**src/rtl/cc_cls_pkg.sv**
```systemverilog
package cc_cls_pkg;

  typedef enum logic [1:0] {
    CC_OPEN = 2'd0,
    CC_DEF  = 2'd1,
    CC_1A5  = 2'd2,
    CC_3A0  = 2'd3
  } cc_lvl_t;

  typedef enum logic [2:0] {
    ST_IDLE   = 3'd0,
    ST_LVL2   = 3'd1,
    ST_PDWAIT = 3'd2,
    ST_LVL4   = 3'd3,
    ST_LVL6   = 3'd4
  } seq_st_t;

  localparam int          CTRL_W   = 14;
  localparam int          FLAG_CC1 = 3;
  localparam int          FLAG_CC2 = 4;
  localparam logic [1:0]  PU_OFF   = 2'd0;
  localparam logic [2:0]  THR_LO   = 3'd2;
  localparam logic [2:0]  THR_MID  = 3'd4;
  localparam logic [2:0]  THR_HI   = 3'd6;

  // threshold code presented while the sequencer sits in a given step
  function automatic logic [2:0] thr_of(seq_st_t st);
    case (st)
      ST_LVL2, ST_PDWAIT: thr_of = THR_LO;
      ST_LVL4:            thr_of = THR_MID;
      ST_LVL6:            thr_of = THR_HI;
      default:            thr_of = 3'd0;
    endcase
  endfunction

endpackage

```
**src/rtl/cc_poll_timer.sv**
```systemverilog
module cc_poll_timer #(
  parameter int PERIOD_TICKS = 3200
) (
  input  logic clk,
  input  logic rst_n,
  output logic tick
);
  localparam int CW = (PERIOD_TICKS > 2) ? $clog2(PERIOD_TICKS) : 1;

  logic [CW-1:0] cnt_q, cnt_d;

  assign tick = (cnt_q == '0);

  always_comb begin
    cnt_d = tick ? CW'(PERIOD_TICKS - 1) : cnt_q - 1'b1;
  end

  always_ff @(posedge clk or negedge rst_n) begin
    if (!rst_n) cnt_q <= CW'(PERIOD_TICKS - 1);
    else        cnt_q <= cnt_d;
  end

endmodule

```
**src/rtl/cc_step_seq.sv**
```systemverilog
module cc_step_seq
  import cc_cls_pkg::*;
#(
  parameter int SETTLE_TICKS  = 18,
  parameter int PD_WAIT_TICKS = 960
) (
  input  logic       clk,
  input  logic       rst_n,
  input  logic       start,
  input  logic [1:0] cur_flags,   // [0] = CC1, [1] = CC2
  input  logic       match,
  output seq_st_t    state,
  output logic [1:0] old_flags,
  output logic       sample,
  output logic [2:0] thr_code
);
  localparam int MAXW = (SETTLE_TICKS > PD_WAIT_TICKS) ? SETTLE_TICKS : PD_WAIT_TICKS;
  localparam int WW   = $clog2(MAXW + 1);
  localparam logic [WW-1:0] LD_SETTLE = WW'(SETTLE_TICKS - 1);
  localparam logic [WW-1:0] LD_PD     = WW'(PD_WAIT_TICKS - 1);

  seq_st_t     st_q, st_d;
  logic [WW-1:0] wait_q, wait_d;
  logic [1:0]  old_q, old_d;
  logic        done;

  assign done      = (wait_q == '0);
  assign state     = st_q;
  assign old_flags = old_q;
  assign thr_code  = thr_of(st_q);
  assign sample    = done && (st_q == ST_LVL2 || st_q == ST_LVL4 || st_q == ST_LVL6);

  always_comb begin
    st_d   = st_q;
    wait_d = done ? wait_q : wait_q - 1'b1;
    old_d  = old_q;
    case (st_q)
      ST_IDLE: if (start) begin
        st_d   = ST_LVL2;
        wait_d = LD_SETTLE;
      end
      ST_LVL2: if (done) begin
        if (match) st_d = ST_IDLE;
        else begin
          st_d   = ST_PDWAIT;
          wait_d = LD_PD;
          old_d  = cur_flags;
        end
      end
      ST_PDWAIT: if (done) begin
        st_d   = ST_LVL4;
        wait_d = LD_SETTLE;
      end
      ST_LVL4: if (done) begin
        if (match) st_d = ST_IDLE;
        else begin
          st_d   = ST_LVL6;
          wait_d = LD_SETTLE;
          old_d  = cur_flags;
        end
      end
      ST_LVL6: if (done) st_d = ST_IDLE;
      default: st_d = ST_IDLE;
    endcase
  end

  always_ff @(posedge clk or negedge rst_n) begin
    if (!rst_n) begin
      st_q   <= ST_IDLE;
      wait_q <= '0;
      old_q  <= '0;
    end else begin
      st_q   <= st_d;
      wait_q <= wait_d;
      old_q  <= old_d;
    end
  end

  // independent dwell counter: cycles the current threshold code has been driven
  logic [WW-1:0] hold_q, hold_d;
  always_comb begin
    if (thr_of(st_d) != thr_code) hold_d = '0;
    else if (32'(hold_q) < MAXW)  hold_d = hold_q + 1'b1;
    else                          hold_d = hold_q;
  end
  always_ff @(posedge clk or negedge rst_n) begin
    if (!rst_n) hold_q <= '0;
    else        hold_q <= hold_d;
  end

  AST_SETTLED_BEFORE_JUDGE: assert property (@(posedge clk) disable iff (!rst_n)
    sample |-> (32'(hold_q) + 1 >= SETTLE_TICKS));

endmodule

```
**src/rtl/cc_step_decode.sv**
```systemverilog
module cc_step_decode
  import cc_cls_pkg::*;
(
  input  seq_st_t    state,
  input  logic [1:0] old_flags,   // [0] = CC1, [1] = CC2
  input  logic [1:0] cur_flags,
  output logic       match,
  output cc_lvl_t    res1,
  output cc_lvl_t    res2
);
  always_comb begin
    match = 1'b0;
    res1  = CC_OPEN;
    res2  = CC_OPEN;
    case (state)
      ST_LVL2: match = (cur_flags == 2'b00);
      ST_LVL4: begin
        if (old_flags[0] && !cur_flags[0]) begin
          match = 1'b1;
          res1  = CC_DEF;
        end else if (old_flags[1] && !cur_flags[1]) begin
          match = 1'b1;
          res2  = CC_DEF;
        end
      end
      ST_LVL6: begin
        if (old_flags[0]) begin
          match = 1'b1;
          res1  = cur_flags[0] ? CC_3A0 : CC_1A5;
        end else if (old_flags[1]) begin
          match = 1'b1;
          res2  = cur_flags[1] ? CC_3A0 : CC_1A5;
        end
      end
      default: match = 1'b0;
    endcase
  end

endmodule

```
**src/rtl/cc_result_reg.sv**
```systemverilog
module cc_result_reg
  import cc_cls_pkg::*;
(
  input  logic    clk,
  input  logic    rst_n,
  input  logic    start,
  input  logic    commit,
  input  cc_lvl_t res1,
  input  cc_lvl_t res2,
  output cc_lvl_t cc1,
  output cc_lvl_t cc2,
  output logic    chg
);
  cc_lvl_t c1_q, c2_q, c1_d, c2_d;
  cc_lvl_t p1_q, p2_q, p1_d, p2_d;
  logic    chg_q, chg_d;

  always_comb begin
    c1_d  = commit ? res1 : c1_q;
    c2_d  = commit ? res2 : c2_q;
    p1_d  = start ? c1_q : p1_q;
    p2_d  = start ? c2_q : p2_q;
    chg_d = commit && ((res1 != p1_q) || (res2 != p2_q));
  end

  always_ff @(posedge clk or negedge rst_n) begin
    if (!rst_n) begin
      c1_q  <= CC_OPEN;
      c2_q  <= CC_OPEN;
      p1_q  <= CC_OPEN;
      p2_q  <= CC_OPEN;
      chg_q <= 1'b0;
    end else begin
      c1_q  <= c1_d;
      c2_q  <= c2_d;
      p1_q  <= p1_d;
      p2_q  <= p2_d;
      chg_q <= chg_d;
    end
  end

  assign cc1 = c1_q;
  assign cc2 = c2_q;
  assign chg = chg_q;

  AST_STROBE_SINGLE: assert property (@(posedge clk) disable iff (!rst_n)
    chg_q |=> !chg_q);
  AST_STROBE_ON_MOVE: assert property (@(posedge clk) disable iff (!rst_n)
    chg_q |-> ((c1_q != p1_q) || (c2_q != p2_q)));

endmodule

```
**src/rtl/cc_attach_classifier.sv**
```systemverilog
module cc_attach_classifier
  import cc_cls_pkg::*;
#(
  parameter int PERIOD_TICKS  = 3200,
  parameter int SETTLE_TICKS  = 18,
  parameter int PD_WAIT_TICKS = 960
) (
  input  logic                       clk,
  input  logic                       rst_n,
  input  logic [FLAG_CC2:FLAG_CC1]   cmp_flags,
  output logic [CTRL_W-1:0]          phy_ctrl,
  output logic [1:0]                 cc1_level,
  output logic [1:0]                 cc2_level,
  output logic                       cc_change
);
  logic       tick, start, sample, match, commit;
  seq_st_t    state;
  logic [1:0] old_flags, cur_flags;
  logic [2:0] thr_code;
  cc_lvl_t    res1, res2, cc1, cc2;

  assign cur_flags = {cmp_flags[FLAG_CC2], cmp_flags[FLAG_CC1]};
  assign start     = tick && (state == ST_IDLE);
  assign commit    = sample && match;

  cc_poll_timer #(.PERIOD_TICKS(PERIOD_TICKS)) u_timer (
    .clk  (clk),
    .rst_n(rst_n),
    .tick (tick)
  );

  cc_step_seq #(
    .SETTLE_TICKS (SETTLE_TICKS),
    .PD_WAIT_TICKS(PD_WAIT_TICKS)
  ) u_seq (
    .clk      (clk),
    .rst_n    (rst_n),
    .start    (start),
    .cur_flags(cur_flags),
    .match    (match),
    .state    (state),
    .old_flags(old_flags),
    .sample   (sample),
    .thr_code (thr_code)
  );

  cc_step_decode u_dec (
    .state    (state),
    .old_flags(old_flags),
    .cur_flags(cur_flags),
    .match    (match),
    .res1     (res1),
    .res2     (res2)
  );

  cc_result_reg u_res (
    .clk   (clk),
    .rst_n (rst_n),
    .start (start),
    .commit(commit),
    .res1  (res1),
    .res2  (res2),
    .cc1   (cc1),
    .cc2   (cc2),
    .chg   (cc_change)
  );

  // bits 13:12 pull-up select, bit 11 spare, bits 10:8 threshold, 7:0 spare
  assign phy_ctrl  = {PU_OFF, 1'b0, thr_code, 8'h00};
  assign cc1_level = cc1;
  assign cc2_level = cc2;

  AST_THR_LEGAL: assert property (@(posedge clk) disable iff (!rst_n)
    (phy_ctrl[10:8] == 3'd0 || phy_ctrl[10:8] == THR_LO ||
     phy_ctrl[10:8] == THR_MID || phy_ctrl[10:8] == THR_HI));
  AST_PULLUP_OFF: assert property (@(posedge clk) disable iff (!rst_n)
    (phy_ctrl[13:12] == 2'd0) && (phy_ctrl[11] == 1'b0) && (phy_ctrl[7:0] == 8'h00));
  AST_HI_AFTER_MID: assert property (@(posedge clk) disable iff (!rst_n)
    (phy_ctrl[10:8] == THR_HI && $past(phy_ctrl[10:8]) != THR_HI)
      |-> ($past(phy_ctrl[10:8]) == THR_MID));
  AST_RESULT_AT_CYCLE_END: assert property (@(posedge clk) disable iff (!rst_n)
    ({cc1_level, cc2_level} != $past({cc1_level, cc2_level}))
      |-> ($past(phy_ctrl[10:8]) != 3'd0));

endmodule

```
**config.mk**
```make
export PLATFORM = sky130hd
export DESIGN_NAME = cc_attach_classifier
export DESIGN_NICKNAME = d
export VERILOG_FILES = /design/src/rtl/cc_cls_pkg.sv /design/src/rtl/cc_poll_timer.sv /design/src/rtl/cc_step_seq.sv /design/src/rtl/cc_step_decode.sv /design/src/rtl/cc_result_reg.sv /design/src/rtl/cc_attach_classifier.sv
export SDC_FILE = /design/constraint.sdc
export NUM_CORES = 1
export LEC_CHECK = 0
export ABC_AREA = 1
export BUFFER_PORTS_ARGS = -buffer_cell sky130_fd_sc_hd__buf_2
export CAP_MARGIN = 10
export CORE_AREA = 2 2 93 95
export CTS_BUF_LIST = sky130_fd_sc_hd__clkbuf_8 sky130_fd_sc_hd__clkbuf_16
export CTS_CLUSTER_DIAMETER = 100
export CTS_CLUSTER_SIZE = 10
export DETAILED_ROUTE_END_ITERATION = 10
export DIE_AREA = 0 0 95 97
export HOLD_SLACK_MARGIN = 0.15
export PLACE_DENSITY = 0.54
export SYNTH_ARGS = -nofsm -noshare
export SYNTH_HDL_FRONTEND = slang
export SYNTH_HIERARCHICAL = 1
export SYNTH_SLANG_ARGS = --single-unit
```
**constraint.sdc**
```tcl
create_clock -name clk -period 3.6 [get_ports clk]
set_clock_uncertainty 0.1 [all_clocks]
set_input_delay 0.36 -clock clk [delete_from_list [all_inputs] [get_ports clk]]
set_output_delay 0.36 -clock clk [all_outputs]
set_load 0.02 [all_outputs]
```
==> results.sh <==
export IMPL_status="completed"
export IMPL_stdcell_count=466
export IMPL_io_buffer_count=10
export IMPL_yosysSeqAreaShare=0.383
export IMPL_drt_iter0_markers=85
export IMPL_hold_viol=0
export IMPL_synth_area_um2=2380
export IMPL_drc=0
export IMPL_fp_dieW_um=95
export IMPL_die_h_um=97
export IMPL_place_congestion=0.860
export IMPL_ys_types=29
export IMPL_ios=23
export IMPL_drive_gt1_frac=0.147
export IMPL_path_max_fanout=9
export IMPL_path_buf_inv=4
export IMPL_rrSetupSlack_ns=1.24
export IMPL_clk_latency_ns=0.29
export IMPL_grt_max_degree=37
export IMPL_crit_arrival_ns=2.44
export IMPL_dieArea_um2=9220
export IMPL_grt_antenna_before_repair=0
export IMPL_syn2layout_area_growth_pct=9.24
export IMPL_crit_required_ns=3.68
export IMPL_placed_cells=457
export IMPL_drv_cap=0
export IMPL_cts_resized_gates=0
export IMPL_rows=33
export IMPL_setup_tns_ns=0
export IMPL_h_tree_depth=2
export IMPL_dp_hpwl_mm=3.62
export IMPL_fillers=866
export IMPL_cp_top_family="simple AND/OR/NAND/NOR gates"
export IMPL_worstHoldEndpoint="u_seq/old_flags[0]"
export IMPL_timing_rr_start="u_timer/cnt_q[0]"
export IMPL_track_usage=0.113
export IMPL_post_route_period_util=0.654
export IMPL_routed_via_density=4.32
export IMPL_r2r_end="u_seq/wait_q[3]"
export IMPL_coreArea_um2=8130
export IMPL_crit_chain="inv_1, ha_1, nand2_2, nor2_1, nand2_1, inv_1, nand2_1, nor2_1, inv_1, nand2_1, nand3_1, inv_1, nand3_1, nand2_1, nand2_1"
export IMPL_clk_pin_slew_ns=0.07
export IMPL_cts_tree="built"
export IMPL_r2r_cells=15
export IMPL_rsz0062_at_grt="no"
export IMPL_drt_total_wl_mm=4.73
export IMPL_worst_setup_path_end_kind="flop"
export IMPL_start_kind="flop"
export IMPL_post_route_min_period_ns=2.36
export IMPL_leakage_nw=1.38
export IMPL_holdPathStages=3
export IMPL_place_area_um2=2500
export IMPL_worst_pin_slew_ns=0.804
export IMPL_ys_ff_latch=36
export IMPL_cellPowerDensity_nw_per_um2=279
export IMPL_cts_path_max_buffers=2
export IMPL_num_vias=2011
export IMPL_final_nets=369
export IMPL_slew_viol_final=0
export IMPL_ir_drop_mv=0.125
export IMPL_grt_pass1_vias=1884
export IMPL_synth_warnings=6
export IMPL_crit_top_cell="nand2_1"
export IMPL_start_util=0.293
export IMPL_cts_num_sinks=36
export IMPL_max_freq_mhz=425
export IMPL_syn_instance_count=345
export IMPL_min_from="cmp_flags[3]"
export IMPL_min_path_type="primary input to flop"
export IMPL_n_antenna_cell=0
export IMPL_criticalPathCategory="flop to flop"
export IMPL_cp_slowest_cell="nor2_1"
export IMPL_routedWlPerCell_um=10.1
export IMPL_syn_area_per_cell_um2=6.91
export IMPL_grt_pass1_wl_mm=8.47
export IMPL_drtPass1Iterations=4
export IMPL_finalSetupViolCount=0
export IMPL_gr_total_overflow=0
export IMPL_fin_area_um2=2600
export IMPL_ant_nets=0
export IMPL_slew_headroom=0.464
export IMPL_root_buffer="clkbuf_8"
export IMPL_cts_buffers=5
export IMPL_slowest_delay_ns=0.38
[routing by layer]
layer  track usage  part of all wire  up-vias
li1              -                 -     1073
met1         0.161              0.51      895
met3        0.0210             0.027        8
met2         0.170              0.45       35
met4        0.0412             0.017        0
met5             0                 0        -
[stage by stage]
stage	hold slack (ns)	util	setup slack, ns	power [W]
after floorplan	-0.0356	-	1.58	0.000434
after global placement	0.341	0.307	1.30	0.000435
after detailed placement	0.343	0.307	1.26	0.000435
after CTS	0.233	0.320	1.23	0.000743
after global routing	0.254	0.320	0.911	0.000761
final	0.243	0.320	1.24	0.000727
[kinds of logic (layout without fill, tap and decap cells)]
logic type      Yosys count  in the layout  synth area share
fa+ha+maj                 5              5            0.0262
buf+inv                  72             78             0.138
simple gates            198            198             0.377
flops                    36             36             0.383
other cells               2             12           0.00315
compound gates           31             31            0.0693
xor+xnor                  1              1           0.00368
[report_power, final]
| group | internal [W] | leakage (nW) | switching (W) |
|---|---|---|---|
| registers | 0.000405 | 0.457 | 0 |
| logic | 0.00000231 | 0.874 | 0.0000210 |
| clock network | 0.000153 | 0.0510 | 0.000147 |
| total | 0.000560 | 1.38 | 0.000168 |
[worst reg2reg max path: stages, from the launching register on]
cell and delay (ns):
dfstp_2 0.37, inv_1 0.13, ha_1 0.20, nand2_2 0.07, nor2_1 0.10, nand2_1 0.07
inv_1 0.05, nand2_1 0.04, nor2_1 0.38, inv_1 0.13, nand2_1 0.14, nand3_1 0.10
inv_1 0.08, nand3_1 0.14, nand2_1 0.10, nand2_1 0.05
[registers in the layout (all words and copies together), names as in the netlist]
| signal | flops |
|---|---|
| u_timer/cnt_q | 12 |
| u_seq/wait_q | 10 |
| u_seq/state | 3 |
| u_res/cc1 | 2 |
| u_res/cc2 | 2 |
| u_res/p1_q | 2 |
| u_res/p2_q | 2 |
| u_seq/old_flags | 2 |
| u_res/chg | 1 |
[how the worst max path moves through the flow]
| stage | from | to | slack (ns) | cells after the start |
|---|---|---|---|---|
| 6_report | u_timer/cnt_q[0] | u_seq/wait_q[3] | 1.24 | 15 |
| 5_1_grt | u_timer/cnt_q[8] | u_seq/wait_q[2] | 0.91 | 14 |
| 4_1_cts | u_timer/cnt_q[0] | u_seq/wait_q[7] | 1.23 | 15 |
| 3_5_place_dp | u_timer/cnt_q[0] | u_seq/wait_q[7] | 1.26 | 15 |
| 3_3_place_gp | u_timer/cnt_q[0] | u_seq/wait_q[7] | 1.30 | 15 |
| 2_1_floorplan | u_timer/cnt_q[0] | u_seq/wait_q[2] | 1.58 | 15 |
[final cells by class]
class,instances,area (µm²),share of cell area
clock buffers,6,82.6,0.0317
flip-flops and latches,36,912,0.350
inverters,59,226,0.0870
repair buffers,11,60.1,0.0231
well taps,105,131,0.0505
multi-input cells,247,1180,0.454
clock inverters,2,10.0,0.00384
[Yosys cell counts]
master / number / area (µm²)
nand3b_1: 2 / 15.0
xnor2_1: 1 / 8.76
ha_1: 5 / 62.6
o21ai_2: 1 / 8.76
a21oi_1: 5 / 25.0
nand3_4: 1 / 17.5
inv_1: 55 / 206
nand2_1: 97 / 364
dfstp_2: 9 / 236
nor2_1: 43 / 161
nand2_2: 4 / 25.0
nor2_4: 3 / 33.8
o211ai_1: 1 / 7.51
nand3_1: 31 / 155
conb_1: 2 / 7.51
o21ai_0: 15 / 75.1
dfrtp_1: 27 / 676
nor2_2: 7 / 43.8
nor3_1: 1 / 5.00
a21oi_2: 1 / 8.76
nand2_4: 3 / 33.8
nor3_2: 1 / 10.0
inv_2: 3 / 11.3
nand3_2: 1 / 10.0
o21ai_1: 8 / 40.0
buf_4: 12 / 90.1
nand4_1: 4 / 25.0
buf_6: 1 / 11.3
clkinv_4: 1 / 8.76
[layout by cell type (no fill, tap or decap), types with 7 or more instances in the layout]
cell and count:
conb_1 12, inv_1 55, nand3_1 31, dfrtp_1 27, nor2_2 7, o21ai_0 15, dfstp_2 9, o21ai_1 8
buf_2 10, nand2_1 97, nor2_1 43
[repair_timing]
item | in CTS | in global routing
endpoints found under the hold margin | 27 | 0
hold buffers | 1 | 0
setup buffers | 0 | 0
Note: power is estimated with default switching activity, not from simulation.
